File: src/rtl/dual_adc_reader.sv
module dual_adc_reader #(
  parameter int WORD_W    = 24,
  parameter int ACC_W     = 32,
  parameter int DIV_W     = 8,
  parameter int PER_W     = 12,
  parameter int SYNC_MULT = 5,
  parameter int PD_MULT   = 24
) (
  input  logic             clk,
  input  logic             rst_n,
  input  logic             start,
  input  logic             auto_en,
  input  logic             sym_mode,
  input  logic [DIV_W-1:0] half_div,
  input  logic             acc_clr,
  input  logic             hold_req,
  input  logic             hold_pd,
  input  logic [PER_W-1:0] drdy_period,
  output logic             sclk,
  input  logic             sdat_a,
  input  logic             sdat_b,
  output logic             busy,
  output logic             done,
  output logic [ACC_W-1:0] acc_a,
  output logic [ACC_W-1:0] acc_b
);
  localparam int HOLD_W = PER_W + $clog2(PD_MULT + 1);
  localparam int CNT_W  = (HOLD_W > DIV_W + 1) ? HOLD_W : DIV_W + 1;
  localparam int BIT_W  = $clog2(WORD_W);
  localparam int EXT_W  = ACC_W - WORD_W;

  typedef enum logic [2:0] {S_IDLE, S_LO, S_HI, S_ACC, S_HOLD, S_REC} state_t;

  state_t            state;
  logic [CNT_W-1:0]  cnt;
  logic [BIT_W-1:0]  bitn;
  logic [WORD_W-1:0] sh_a, sh_b;
  logic [DIV_W:0]    hi_len, lo_len;
  logic [PER_W-1:0]  per_eff;
  logic [HOLD_W-1:0] hold_len;
  logic              go;

  assign hi_len   = (half_div == '0) ? (DIV_W+1)'(1) : {1'b0, half_div};
  assign lo_len   = sym_mode ? hi_len : (hi_len << 1);
  assign per_eff  = (drdy_period == '0) ? PER_W'(1) : drdy_period;
  assign hold_len = HOLD_W'(per_eff) * HOLD_W'(hold_pd ? PD_MULT : SYNC_MULT);
  assign go       = start || (auto_en && !sdat_a && !sdat_b);

  assign sclk = (state == S_HI) || (state == S_HOLD);
  assign busy = (state != S_IDLE);

  always_ff @(posedge clk) begin
    if (!rst_n) begin
      state <= S_IDLE;
      cnt   <= '0;
      bitn  <= '0;
      sh_a  <= '0;
      sh_b  <= '0;
      acc_a <= '0;
      acc_b <= '0;
      done  <= 1'b0;
    end else begin
      done <= 1'b0;
      case (state)
        S_IDLE: begin
          if (hold_req) begin
            state <= S_HOLD;
            cnt   <= CNT_W'(hold_len) - CNT_W'(1);
          end else if (go) begin
            state <= S_LO;
            bitn  <= '0;
            cnt   <= CNT_W'(lo_len) - CNT_W'(1);
          end
        end
        S_LO: begin
          if (cnt == '0) begin
            sh_a  <= {sh_a[WORD_W-2:0], sdat_a};
            sh_b  <= {sh_b[WORD_W-2:0], sdat_b};
            state <= S_HI;
            cnt   <= CNT_W'(hi_len) - CNT_W'(1);
          end else begin
            cnt <= cnt - CNT_W'(1);
          end
        end
        S_HI: begin
          if (cnt != '0) begin
            cnt <= cnt - CNT_W'(1);
          end else if (bitn == BIT_W'(WORD_W - 1)) begin
            state <= S_ACC;
          end else begin
            bitn  <= bitn + BIT_W'(1);
            state <= S_LO;
            cnt   <= CNT_W'(lo_len) - CNT_W'(1);
          end
        end
        S_ACC: begin
          acc_a <= acc_a + {{EXT_W{sh_a[WORD_W-1]}}, sh_a};
          acc_b <= acc_b + {{EXT_W{sh_b[WORD_W-1]}}, sh_b};
          done  <= 1'b1;
          state <= S_IDLE;
        end
        S_HOLD: begin
          if (cnt == '0) begin
            state <= S_REC;
            cnt   <= CNT_W'(lo_len) - CNT_W'(1);
          end else begin
            cnt <= cnt - CNT_W'(1);
          end
        end
        S_REC: begin
          if (cnt == '0) state <= S_IDLE;
          else           cnt   <= cnt - CNT_W'(1);
        end
        default: state <= S_IDLE;
      endcase
      if (acc_clr) begin
        acc_a <= '0;
        acc_b <= '0;
      end
    end
  end

  logic [CNT_W-1:0] hi_run;
  always_ff @(posedge clk) begin
    if (!rst_n)    hi_run <= '0;
    else if (sclk) hi_run <= hi_run + CNT_W'(1);
    else           hi_run <= '0;
  end


  idle_clock_low_chk: assert property (@(posedge clk) disable iff (!rst_n)
    !busy |-> !sclk);

  edge_in_read_chk: assert property (@(posedge clk) disable iff (!rst_n)
    $rose(sclk) |-> busy);

  done_single_chk: assert property (@(posedge clk) disable iff (!rst_n)
    done |=> !done);

  done_idle_chk: assert property (@(posedge clk) disable iff (!rst_n)
    done |-> !busy);

  clear_zero_chk: assert property (@(posedge clk) disable iff (!rst_n)
    acc_clr |=> (acc_a == '0 && acc_b == '0));

  high_phase_len_chk: assert property (@(posedge clk) disable iff (!rst_n)
    (state == S_HI) |-> (hi_run < CNT_W'(hi_len)));
endmodule

File: config.mk
export PLATFORM = sky130hd
export DESIGN_NAME = dual_adc_reader
export DESIGN_NICKNAME = d
export VERILOG_FILES = /design/src/rtl/dual_adc_reader.sv
export SDC_FILE = /design/constraint.sdc
export NUM_CORES = 1
export LEC_CHECK = 0
export BUFFER_PORTS_ARGS = -buffer_cell sky130_fd_sc_hd__buf_2
export CAP_MARGIN = 5
export CORE_AREA = 2 2 161 131
export CTS_CLUSTER_DIAMETER = 60
export CTS_CLUSTER_SIZE = 40
export DETAILED_ROUTE_END_ITERATION = 10
export DIE_AREA = 0 0 163 133
export PLACE_DENSITY = 0.78
export SYNTH_ARGS = -nofsm -noshare
export SYNTH_HDL_FRONTEND = slang
export SYNTH_SLANG_ARGS = --single-unit
export TNS_END_PERCENT = 100
File: constraint.sdc
create_clock -name clk -period 4.05 [get_ports clk]
set_input_delay 0.2025 -clock clk [delete_from_list [all_inputs] [get_ports clk]]
set_output_delay 0.2025 -clock clk [all_outputs]
set_load 0.005 [all_outputs]
==> Implementation_results.wiki, run 1 <==
{| class="wikitable"
! Metric !! Value
|-
| Result of the run || complete, no violations
|-
| Area grow syn2layout || 12.0%
|-
| Detailed-route wire length || 27.9 mm
|-
| Die outline width || 163 um
|-
| Number of antenna violations at the first check in global routing || 0
|-
| Ratio of routed vias to standard cells || 5.88
|-
| Final count of hold timing violations || 0
|-
| Placeable Area || 20300 um2
|-
| Worst clock skew || 0.0125 ns
|-
| Mux contribution to synthesized area || 1.00%
|-
| Highest-delay cell along the critical path || or4_4
|-
| Number of primary I/O pins || 97
|-
| Setup fix buffers added after clock tree synthesis || 0
|-
| Post-synthesis share of cell area spent on full adders, half adders and majority gates || 16.3%
|-
| Post-route fraction of the period consumed by the critical path || 92.3%
|-
| Global-route usage over all layers || 26.1%
|-
| Register area share after synthesis || 24.9%
|-
| Initial detailed-routing violation count || 954
|-
| Clk_lat worst skew || 0.43 ns
|-
| Actual slew at the worst max-slew pin || 0.853 ns
|-
| Bufs on Longest Clock Path || 2
|-
| Non-filler instance count after layout || ~1800
|-
| RePlAce Congestion || 0.915
|-
| Clock slew seen by the registers of the worst setup and hold paths || 0.06 ns
|-
| Resize count post-CTS || 0
|-
| GRT overflow || 0
|-
| Sort of element at the start of the critical path || register
|-
| Cell accounting for the most synthesized area || dfxtp_1
|-
| Data arrival time at the worst-slack endpoint || approximately 4.1 ns
|-
| Final setup violation count || 0
|-
| Floorplan die area || 21700 um2
|-
| Ordered list of cells on the worst path || inv_1 -> ha_1 -> or3b_1 -> or4_4 -> or3_1 -> maj3_2 -> a21oi_2 -> nor2_1 -> a211oi_1 -> o21ai_0 -> and2_1
|-
| Layout filler cell count || 1803
|-
| Final WS setup || 0.310 ns
|-
| Diode insertion count for antenna repair || 0
|-
| Most used flip-flop cell after synthesis || dfxtp_1
|-
| Maximum number of pins on one net before global-route repair || 76
|-
| Pre-CTS setup slack || -0.0407 ns
|-
| Clock tree from TritonCTS || done
|-
| Total Nets Final || 1687
|-
| Category of the worst setup path capture point || register
|-
| Compound-gate portion of the synthesized area || about a quarter
|-
| Number of port buffers || 96
|-
| Total power divided by cell area || 356 nW/um2
|-
| Number of standard-cell rows in the floorplan || 47
|-
| H-tree level count || 4
|-
| Fraction of the core area covered by cells at the end of the flow || between 60% and 70%
|-
| Average cell area after synthesis || 7.59 um2
|-
| LEAKAGE || approximately 5.7 nW
|-
| Max-slew violation count || 0
|-
| Worst hold path type || in2reg
|-
| Main combinational cell family by area after synthesis || compound AO/OA/AOI/OAI gates
|-
| Required time of the critical path || approximately 4.4 ns
|-
| Crit. Startpoint || cnt[0]
|-
| Number of standard cells after synthesis || 1463
|-
| Number of detailed-routing iterations run before antenna repair || 5
|-
| Die extent in y || 133 um
|-
| Unrepaired setup endpoints after global routing || false
|-
| Clock sink total || 138
|-
| Cell Count Post-Placement || 1777
|-
| Post-Synthesis Net Count || 1623
|-
| Fraction of registers with async set/reset || 0%
|-
| Hold path startpoint || sdat_a
|-
| Largest stage delay on the critical path || roughly 0.60 ns
|-
| Area share of the largest cell type after synthesis || 24.9%
|-
| Initial core utilization || 54.7%
|-
| Simple-gate area share of the yosys netlist || 22.2%
|-
| Number of enable flip-flop cells after synthesis || 0
|-
| Top area cells in the synthesized netlist || dfxtp_1 25%, ha_1 12%, nand2_1 9.2%
|-
| Wire length per cell || about 15 um
|-
| Wire length of the first global-routing pass || 46.8 mm
|-
| Half-perimeter wire length after detailed placement || 20.2 mm
|-
| Class of the most critical setup path || reg2reg
|-
| Hold_buf cts || 0
|-
| DRC || 0
|-
| Number of buffers inserted during clock tree synthesis || 17
|-
| Overall via count from detail_route || about 11000
|-
| Post-layout min period || roughly 3.7 ns
|-
| Critical path fanouts, max || 11
|-
| Max-cap violations || 0
|-
| Root Buffer || clkbuf_16
|-
| Via count of the first global-routing pass || just under 10000
|-
| Upper clock frequency limit || 0.267 GHz
|-
| Number of distinct standard cells referenced by the synthesized netlist || 76
|-
| Max_slew headroom || between 40% and 50%
|-
| Antenna Violating Nets Remaining || 0
|-
| Worst R2R Start || cnt[0]
|-
| Synthesis Warnings || 0
|-
| Area share of xor/xnor cells in the synthesized design || under 10%
|-
| Total standard cell area after synthesis || 11100 um2
|-
| Synthesis-stage register bit count || ~140
|-
| Worst supply voltage drop on vdd || 298 uV
|-
| Layout cell share with drive strength beyond 1 || between 10% and 20%
|}
[kinds of logic after synthesis]
family                   count (synthesis)
XOR/XNOR                                76
flip-flops                             138
AND/OR/NAND/NOR                        531
multiplexers                            11
adder cells (fa/ha/maj)                131
AO/OA/AOI/OAI                          411
buffers and inverters                  165
[cell usage in the layout (no fill, tap or decap), types with 6 or more instances in the layout]
cell type	count
clkbuf_16	17
a211oi_1	12
fa_1	23
a21o_1	38
o21a_1	9
or3_1	17
mux2i_1	10
o21ai_0	73
and3_1	14
inv_1	96
nor3_1	38
xnor2_1	46
nand3_1	35
nor4_1	9
buf_2	96
nand4_1	8
xor2_1	30
dfxtp_1	138
buf_4	17
ha_1	107
a21oi_1	127
nand2b_1	10
a21boi_0	58
nor2b_1	18
or4_1	6
a31oi_1	17
o211ai_1	10
and2_1	11
nand2_1	269
nor2_1	63
a211o_1	6
[synthesized netlist by cell type, types with 5 or more instances]
cell and n:
nand2_1 271, dfxtp_1 138, a21oi_1 127, ha_1 107, inv_1 96, o21ai_0 73, nor2_1 64, a21boi_0 58
clkbuf_1 58, xnor2_1 46, a21o_1 38, nor3_1 38, nand3_1 35, xor2_1 30, fa_1 23, nor2b_1 18
a31oi_1 17, or3_1 17, and3_1 14, a211oi_1 12, and2_1 11, nand2b_1 11, mux2i_1 10, o211ai_1 10
nor4_1 9, o21a_1 9, nand4_1 8, a211o_1 6, or4_1 6, a221oi_1 5, a31o_2 5, o21bai_1 5
or2_2 5
[through the flow]
stage | hold WS (ns) | power [mW] | instance area, um2 | setup TNS, ns
after floorplan | 0.350 | 2.49 | 11100 | 0
final | 0.0682 | 4.43 | 12400 | 0
after detailed placement | 0.463 | 2.77 | 11800 | -0.125
after global placement | 0.458 | 2.73 | 11800 | 0
after CTS | 0.0563 | 4.44 | 12400 | 0
after global routing | 0.0728 | 4.69 | 12400 | 0
[power breakdown]
group	leakage [nW]	internal, mW	switching, mW	total (mW)
logic	4.26	0.546	0.733	1.28
registers	1.12	1.41	0.0701	1.48
clock network	0.290	1.04	0.639	1.67
[sequential cells by signal (all words and copies together) (netlist names)]
register / flops
acc_a: 32
acc_b: 32
state: 3
sh_b: 24
cnt: 17
sh_a: 24
done: 1
bitn: 5
[worst max-delay path: cells and delay by family (launching register included)]
family / cells / cell delay [ns]
flops: 1 / 0.37
fa+ha+maj: 2 / 0.65
compound gates: 3 / 0.64
buf+inv: 1 / 0.08
simple gates: 5 / 1.90
[area by class of cell]
class | instances | area, um2 | share of cell area [%]
timing repair buffer | 114 | 628 | 5.05
sequential | 138 | 2760 | 22.2
multi-input combinational | 1160 | 7710 | 62.1
clock inverter | 13 | 194 | 1.56
inverter | 96 | 360 | 2.90
clock buffer | 19 | 433 | 3.48
tap | 269 | 337 | 2.71
[worst paths after layout]
path	end	slack [ns]	depth (start not counted)
hold reg to reg	acc_a[12]	0.47	2
setup reg to reg	cnt[3]	0.31	11
hold / removal	sh_a[0]	0.07	3
setup / recovery	cnt[3]	0.31	11
[per-layer routing]
| layer | global-route usage, % | vias to the layer above | routed length (um) |
|---|---|---|---|
| li1 | - | 5258 | - |
| met1 | 36.2 | 4943 | 12900 |
| met2 | 42.0 | 390 | 12500 |
| met3 | 4.42 | 37 | 2030 |
| met4 | 6.93 | 0 | 416 |
| met5 | 0 | - | 0 |
Power figures use the tool's default switching activity.
==> run 2: changes to the inputs <==
Settings changed: RECOVER_POWER from default to 25.
==> run 2 against run 1 <==
Non-clock buffer count stayed put. Clock skew is 0.00063 ns lower. Critical path type unchanged. Clock power hardly changed. Highest routed layer unchanged. Largest power group unchanged.
==> Implementation_results.wiki, run 2 (synthesis gave the netlist of run 1 again) <==
{| class="wikitable"
! Metric !! Value
|-
| Global-route usage over all layers || 26.1% (unchanged)
|-
| Final WS setup || 0.297 ns (was 0.310 ns)
|-
| Root Buffer || clkbuf_16 (unchanged)
|-
| Capture endpoint of the worst hold path || sh_a[0] (unchanged)
|-
| Fraction of power consumed by the clock network || 37.8% (about the same)
|-
| Final setup violation count || 0 (unchanged)
|-
| Floorplan die area || 21700 um2 (unchanged)
|-
| Unrepaired setup endpoints after global routing || false (unchanged)
|-
| Cells on worst reg2reg path || 11 (unchanged)
|-
| Initial detailed-routing violation count || 1051 (was 954)
|-
| Post-route fraction of the period consumed by the critical path || 92.7% (was 92.3%)
|-
| Max-slew violation count || 0 (unchanged)
|-
| Relative contribution of sequential cells to total power || 33.3% (about the same)
|-
| Critical path fanouts, max || 11 (unchanged)
|-
| RePlAce Congestion || 0.915 (unchanged)
|-
| Die outline width || 163 um (unchanged)
|-
| Worst clock skew || 0.0119 ns (was 0.0125 ns)
|-
| Setup fix buffers added after clock tree synthesis || 0 (unchanged)
|-
| Required time of the critical path || 4.37 ns (about the same)
|-
| Diode insertion count for antenna repair || 0 (unchanged)
|-
| Number of antenna violations at the first check in global routing || 0 (unchanged)
|-
| Ratio of routed vias to standard cells || 5.88 (about the same)
|-
| Clock tree from TritonCTS || done (unchanged)
|-
| Antenna Violating Nets Remaining || 0 (unchanged)
|-
| Setup slack of the most critical reg-to-reg path || 0.30 ns (was 0.31 ns)
|-
| Top library cells by usage in the layout, fill and taps aside || 269 x nand2_1, 138 x dfxtp_1, 127 x a21oi_1 (unchanged)
|-
| Total power divided by cell area || 357 nW/um2 (was 356 nW/um2)
|-
| Pre-CTS setup slack || -0.0407 ns (unchanged)
|-
| Worst R2R Start || cnt[0] (unchanged)
|-
| Hold Path Depth || 3 (unchanged)
|-
| Placeable Area || 20300 um2 (unchanged)
|-
| Worst hold path type || in2reg (unchanged)
|-
| Wire length of the first global-routing pass || 46.8 mm (unchanged)
|-
| Hold path startpoint || sdat_a (unchanged)
|-
| Number of port buffers || 96 (unchanged)
|-
| Overall via count from detail_route || 10600 (about the same)
|-
| Most frequent standard cell in the layout excluding fill and tap cells || nand2_1 (unchanged)
|-
| Die extent in y || 133 um (unchanged)
|-
| Result of the run || complete, no violations (unchanged)
|-
| WHS || 0.0702 ns (was 0.0682 ns)
|-
| Category of the worst setup path capture point || register (unchanged)
|-
| DRC || 0 (unchanged)
|-
| Half-perimeter wire length after detailed placement || 20.2 mm (unchanged)
|-
| Total Nets Final || 1687 (unchanged)
|-
| Detailed-route wire length || 27.9 mm (about the same)
|-
| Actual slew at the worst max-slew pin || 0.853 ns (about the same)
|-
| Capture point of the worst reg-to-reg path || cnt[3] (unchanged)
|-
| Number of buffers inserted during clock tree synthesis || 17 (unchanged)
|-
| Number of detailed-routing iterations run before antenna repair || 7 (was 5)
|-
| Data arrival time at the worst-slack endpoint || 4.07 ns (was 4.06 ns)
|-
| Initial core utilization || 54.7% (unchanged)
|-
| Combinational power share || 28.9% (about the same)
|-
| Final count of hold timing violations || 0 (unchanged)
|-
| LEAKAGE || 5.62 nW (was 5.67 nW)
|-
| Post-layout min period || 3.75 ns (was 3.74 ns)
|-
| Clk_lat worst skew || 0.43 ns (about the same)
|-
| Maximum number of pins on one net before global-route repair || 76 (unchanged)
|-
| Clock slew seen by the registers of the worst setup and hold paths || 0.06 ns (about the same)
|-
| Max-cap violations || 0 (unchanged)
|-
| Internal power || 2.99 mW (about the same)
|-
| Resize count post-CTS || 0 (unchanged)
|-
| Layout cell share with drive strength beyond 1 || 10.4% (was 11.1%)
|-
| Bufs on Longest Clock Path || 2 (unchanged)
|-
| Sort of element at the start of the critical path || register (unchanged)
|-
| Class of the most critical setup path || reg2reg (unchanged)
|-
| GRT overflow || 0 (unchanged)
|-
| Layout filler cell count || 1813 (was 1803)
|-
| Worst supply voltage drop on vdd || 295 uV (was 298 uV)
|-
| NetSw || 1.44 mW (about the same)
|-
| Register Area || 2760 um2 (unchanged)
|-
| Fraction of power spent switching nets || 32.6% (about the same)
|-
| Max_slew headroom || 43.1% (about the same)
|-
| Via count of the first global-routing pass || 9843 (unchanged)
|-
| Biggest regs || acc_a: 32 flops, acc_b: 32 flops (unchanged)
|-
| Footprint of the multi-input gates || 7710 um2 (unchanged)
|-
| Area grow syn2layout || 11.8% (was 12.0%)
|-
| H-tree level count || 4 (unchanged)
|-
| Upper clock frequency limit || 0.266 GHz (was 0.267 GHz)
|-
| Clock sink total || 138 (unchanged)
|-
| Number of primary I/O pins || 97 (unchanged)
|-
| Wire length per cell || 15.4 um (about the same)
|-
| Hold_buf cts || 0 (unchanged)
|-
| Number of standard-cell rows in the floorplan || 47 (unchanged)
|}
[run 2: final cells by class]
class	instances	share of cell area, %
clock inverter	13	1.56
timing repair buffer	114	4.95
multi-input combinational	1160	62.1
inverter	96	2.90
clock buffer	19	3.49
sequential	138	22.3
tap	269	2.71
[run 2: routing by layer]
layer / share of wire [%] / wire [um] / vias up / GRT usage, %
met5: 0 / 0 / - / 0
li1: - / - / 5256 / -
met4: 1.6 / 438 / 0 / 6.93
met3: 6.9 / 1910 / 40 / 4.42
met1: 47 / 13000 / 4964 / 36.2
met2: 45 / 12500 / 384 / 42.0
[run 2: power by group through the flow]
| stage | sequential (mW) | combinational [mW] | clock [mW] |
|---|---|---|---|
| finish | 1.48 | 1.28 | 1.67 |
| floorplan | 1.47 | 1.01 | 0 |
| detailed placement | 1.50 | 1.27 | 0 |
| CTS | 1.47 | 1.27 | 1.69 |
| global placement | 1.50 | 1.23 | 0 |
| global route | 1.48 | 1.45 | 1.75 |
[run 2: metrics by stage]
step | utilization (%) | instances | total power [mW] | cell area (um2) | setup TNS, ns
after floorplan | - | 1463 | 2.49 | 11100 | 0
after global placement | 58.2 | 1777 | 2.73 | 11800 | 0
after detailed placement | 58.2 | 1777 | 2.77 | 11800 | -0.125
after CTS | 61.2 | 1809 | 4.44 | 12400 | 0
after global routing | 61.2 | 1809 | 4.69 | 12400 | 0
final | 61.2 | 1809 | 4.43 | 12400 | 0
[run 2: worst max path at each step]
| stage | startpoint | end | slack (ns) | cells past startpoint |
|---|---|---|---|---|
| CTS | cnt[0] | cnt[3] | 0.36 | 11 |
| global route | hold_pd | cnt[16] | 0.05 | 19 |
| floorplan | hold_pd | cnt[12] | 0.05 | 20 |
| finish | cnt[0] | cnt[3] | 0.30 | 11 |
| global placement | hold_pd | cnt[14] | 0.08 | 18 |
| detailed placement | drdy_period[4] | cnt[12] | -0.04 | 17 |
[run 2: critical path, cell delays in order (launching register included)]
cell and delay [ns]:
dfxtp_1 0.37, inv_1 0.08, ha_1 0.24, or3b_1 0.49, or4_4 0.60, or3_1 0.57
maj3_2 0.40, a21oi_2 0.31, nor2_1 0.07, a211oi_1 0.22, o21ai_0 0.11, and2_1 0.17
==> run 3: changes to the inputs <==
Settings changed: ABC_AREA from default to 1, CORE_AREA 2 2 161 131 to 2 2 172 140, DIE_AREA 0 0 163 133 to 0 0 174 142, PLACE_DENSITY 0.78 to 0.77.
==> run 3 against run 2 <==
Sequential power is 11% higher. Clock power barely moved. Cell count grew 35%. Register-to-register slack better by 0.99 ns. Critical endpoint is now cnt[8]. Largest cell class unchanged. Largest power group is now combinational cells.
==> Implementation_results.wiki, run 3 <==
{| class="wikitable"
! Metric !! Value
|-
| Register area share after synthesis || 21.7% (was 24.9%)
|-
| Initial detailed-routing violation count || 1296 (was 1051)
|-
| Most frequent standard cell in the layout excluding fill and tap cells || nand2_1 (unchanged)
|-
| Number of port buffers || 96 (unchanged)
|-
| Critical path fanouts, max || 24 (was 11)
|-
| Post-Synthesis Net Count || 2208 (was 1623)
|-
| RePlAce Congestion || 1.03 (was 0.915)
|-
| Die outline width || 174 um (was 163 um)
|-
| Top area cells in the synthesized netlist || dfxtp_1 22%, nand2_1 13%, ha_1 11% (was dfxtp_1 25%, ha_1 12%, nand2_1 9.2%)
|-
| WHS || 0.0845 ns (was 0.0702 ns)
|-
| Placed inst area || 13400 um2 (was 11800 um2)
|-
| Total standard cell area after synthesis || 12700 um2 (was 11100 um2)
|-
| Hold_buf cts || 0 (unchanged)
|-
| Diode insertion count for antenna repair || 0 (unchanged)
|-
| Resize count post-CTS || 0 (unchanged)
|-
| Number of standard cells after synthesis || 2048 (was 1463)
|-
| Largest stage delay on the critical path || 0.54 ns (was 0.60 ns)
|-
| Ratio of routed vias to standard cells || 5.51 (was 5.88)
|-
| Layout filler cell count || 2289 (was 1813)
|-
| Commonest cells in the synthesized netlist || 434 x nand2_1, 324 x nor2_1, 294 x inv_1, 138 x dfxtp_1, 130 x nand3_1 (was 271 x nand2_1, 138 x dfxtp_1, 127 x a21oi_1, 107 x ha_1, 96 x inv_1)
|-
| Setup tns final || 0 ns (unchanged)
|-
| Global-route usage over all layers || 30.1% (was 26.1%)
|-
| Area share of xor/xnor cells in the synthesized design || 3.51% (was 6.00%)
|-
| Number of primary I/O pins || 97 (unchanged)
|-
| Number of enable flip-flop cells after synthesis || 0 (unchanged)
|-
| Number of buffers inserted during clock tree synthesis || 17 (unchanged)
|-
| Post-route fraction of the period consumed by the critical path || 80.2% (was 92.7%)
|-
| Highest-delay cell along the critical path || fa_1 (was or4_4)
|-
| Hold Path Depth || 3 (unchanged)
|-
| Synthesis-stage register bit count || 138 (unchanged)
|-
| Die extent in y || 142 um (was 133 um)
|-
| Cell Count Post-Placement || 2414 (was 1777)
|-
| Unrepaired setup endpoints after global routing || false (unchanged)
|-
| Root Buffer || clkbuf_16 (unchanged)
|-
| Placeable Area || 23000 um2 (was 20300 um2)
|-
| Bufs on Longest Clock Path || 2 (unchanged)
|-
| Most used flip-flop cell after synthesis || dfxtp_1 (unchanged)
|-
| Worst hold path type || in2reg (unchanged)
|-
| Maximum number of pins on one net before global-route repair || 64 (was 76)
|-
| H-tree level count || 4 (unchanged)
|-
| Top library cells by usage in the layout, fill and taps aside || 434 x nand2_1, 324 x nor2_1, 294 x inv_1 (was 269 x nand2_1, 138 x dfxtp_1, 127 x a21oi_1)
|-
| Data arrival time at the worst-slack endpoint || 3.61 ns (was 4.07 ns)
|-
| Capture endpoint of the worst hold path || sh_b[0] (was sh_a[0])
|-
| Worst R2R Start || acc_b[0] (was cnt[0])
|-
| Worst supply voltage drop on vdd || 412 uV (was 295 uV)
|-
| Detailed-route wire length || 37.4 mm (was 27.9 mm)
|-
| Clk_lat worst skew || 0.43 ns (about the same)
|-
| Result of the run || complete, no violations (unchanged)
|-
| Final WS setup || 0.801 ns (was 0.297 ns)
|-
| Actual slew at the worst max-slew pin || 1.15 ns (was 0.853 ns)
|-
| Via count of the first global-routing pass || 12200 (was 9843)
|-
| Max-cap violations || 0 (unchanged)
|-
| Clock sink total || 138 (unchanged)
|-
| Mux contribution to synthesized area || 0% (was 1.00%)
|-
| Floorplan die area || 24700 um2 (was 21700 um2)
|-
| Number of detailed-routing iterations run before antenna repair || 6 (was 7)
|-
| Cell accounting for the most synthesized area || dfxtp_1 (unchanged)
|-
| Class of the most critical setup path || in2reg (was reg2reg)
|-
| Final count of hold timing violations || 0 (unchanged)
|-
| Area grow syn2layout || 10.2% (was 11.8%)
|-
| Ordered list of cells on the worst path || buf_2 -> nand2_1 -> ha_1 -> inv_1 -> fa_1 -> inv_1 -> fa_1 -> inv_1 -> ha_1 -> a21oi_1 -> nand2_1 -> nand2_1 -> nand2_1 -> xor2_1 -> nand2_1 -> nand3_1 -> nand3_1 -> a21oi_1 (was inv_1 -> ha_1 -> or3b_1 -> or4_4 -> or3_1 -> maj3_2 -> a21oi_2 -> nor2_1 -> a211oi_1 -> o21ai_0 -> and2_1)
|-
| LEAKAGE || 7.23 nW (was 5.62 nW)
|-
| Layout cell share with drive strength beyond 1 || 7.40% (was 10.4%)
|-
| Max-slew violation count || 0 (unchanged)
|-
| Main combinational cell family by area after synthesis || simple AND/OR/NAND/NOR gates (was compound AO/OA/AOI/OAI gates)
|-
| Half-perimeter wire length after detailed placement || 28.5 mm (was 20.2 mm)
|-
| Total power || 5.94 mW (was 4.43 mW)
|-
| Compound-gate portion of the synthesized area || 12.3% (was 23.8%)
|-
| Setup slack of the most critical reg-to-reg path || 1.29 ns (was 0.30 ns)
|-
| Clock tree from TritonCTS || done (unchanged)
|-
| Max_slew headroom || 23.1% (was 43.1%)
|-
| Required time of the critical path || 4.42 ns (was 4.37 ns)
|-
| Sort of element at the start of the critical path || primary input (was register)
|-
| Cells on worst reg2reg path || 12 (was 11)
|-
| Overall via count from detail_route || 13500 (was 10600)
|-
| Final setup violation count || 0 (unchanged)
|-
| Wire length of the first global-routing pass || 60.9 mm (was 46.8 mm)
|-
| Fraction of the core area covered by cells at the end of the flow || 61.0% (was 61.2%)
|-
| Number of antenna violations at the first check in global routing || 0 (unchanged)
|-
| Initial core utilization || 55.3% (was 54.7%)
|-
| Upper clock frequency limit || 0.308 GHz (was 0.266 GHz)
|-
| Worst clock skew || 0.00934 ns (was 0.0119 ns)
|-
| Crit path top cell by count || nand2_1
|-
| Category of the worst setup path capture point || register (unchanged)
|-
| Simple-gate area share of the yosys netlist || 37.5% (was 22.2%)
|-
| Average cell area after synthesis || 6.22 um2 (was 7.59 um2)
|-
| Fraction of registers with async set/reset || 0% (unchanged)
|-
| Non-filler instance count after layout || 2446 (was 1809)
|-
| Area share of the largest cell type after synthesis || 21.7% (was 24.9%)
|-
| Total Nets Final || 2281 (was 1687)
|-
| Final Cell Area || 14000 um2 (was 12400 um2)
|-
| GRT overflow || 0 (unchanged)
|-
| Number of standard-cell rows in the floorplan || 50 (was 47)
|-
| Hold path startpoint || sdat_b (was sdat_a)
|-
| Setup fix buffers added after clock tree synthesis || 0 (unchanged)
|-
| Biggest regs || acc_a: 32 flops, acc_b: 32 flops (unchanged)
|-
| Total power divided by cell area || 423 nW/um2 (was 357 nW/um2)
|-
| Wire length per cell || 15.3 um (was 15.4 um)
|-
| Number of distinct standard cells referenced by the synthesized netlist || 50 (was 76)
|-
| DRC || 0 (unchanged)
|-
| Synthesis Warnings || 0 (unchanged)
|-
| Pre-CTS setup slack || 0.363 ns (was -0.0407 ns)
|-
| Post-synthesis share of cell area spent on full adders, half adders and majority gates || 14.1% (was 16.3%)
|-
| Antenna Violating Nets Remaining || 0 (unchanged)
|-
| Post-layout min period || 3.25 ns (was 3.75 ns)
|-
| Leading cell type by number of instances after synthesis || nand2_1 (unchanged)
|-
| Clock slew seen by the registers of the worst setup and hold paths || 0.06 ns (about the same)
|-
| Capture point of the worst reg-to-reg path || acc_b[30] (was cnt[3])
|}
[run 3: cell types whose count changed after synthesis, moves of 28 or more]
cell,delta
a21boi_0,-56
clkbuf_1,-36
inv_1,+198
nand2_1,+163
nand3_1,+95
nor2_1,+260
nor3_1,+77
o21ai_0,+28
xnor2_1,-39
[run 3: worst max-delay path: cells and delay by family]
family / cells / cell delay, ns
adder cells (fa/ha/maj): 4 / 1.72
AND/OR/NAND/NOR: 7 / 0.74
XOR/XNOR: 1 / 0.22
buffers and inverters: 4 / 0.47
AO/OA/AOI/OAI: 2 / 0.27
[run 3: cell type report]
class                      count  area, um2  share of cell area (%)
clock buffer                  20        467                    3.33
sequential                   138       2760                    19.7
clock inverter                12        161                    1.15
inverter                     306       1150                    8.20
tap                          312        390                    2.78
timing repair buffer         105        513                    3.66
multi-input combinational   1553       8590                    61.2
[run 3: logic make-up (layout without fill, tap and decap cells)]
group           Yosys count  in the layout
buf+inv                 357            443
flops                   138            138
simple gates           1086           1086
compound gates          286            286
xor+xnor                 51             51
fa+ha+maj               130            130
[run 3: per-layer routing]
metal  vias to the layer above  wire (um)  global-route usage [%]
met3                        35       2730                    3.79
met5                         -          0                       0
met1                      6172      18400                    45.3
met4                         0        367                    5.31
li1                       6772          -                       -
met2                       493      16000                    46.6
[run 3: worst max-delay path by stage]
stage               slack [ns]  cells after the start  endpoint     from
finish                    0.80                     18    cnt[8]  hold_pd
global placement          0.46                     20   cnt[12]  hold_pd
CTS                       0.80                     18    cnt[8]  hold_pd
floorplan                 0.45                     21   cnt[12]  hold_pd
global route              0.55                     20   cnt[12]  hold_pd
detailed placement        0.36                     18    cnt[8]  hold_pd
[run 3: where the power goes]
part	internal [mW]	switching [mW]	total [mW]
logic	0.870	1.73	2.60
registers	1.48	0.160	1.64
clock network	1.03	0.670	1.70
total	3.38	2.56	5.94
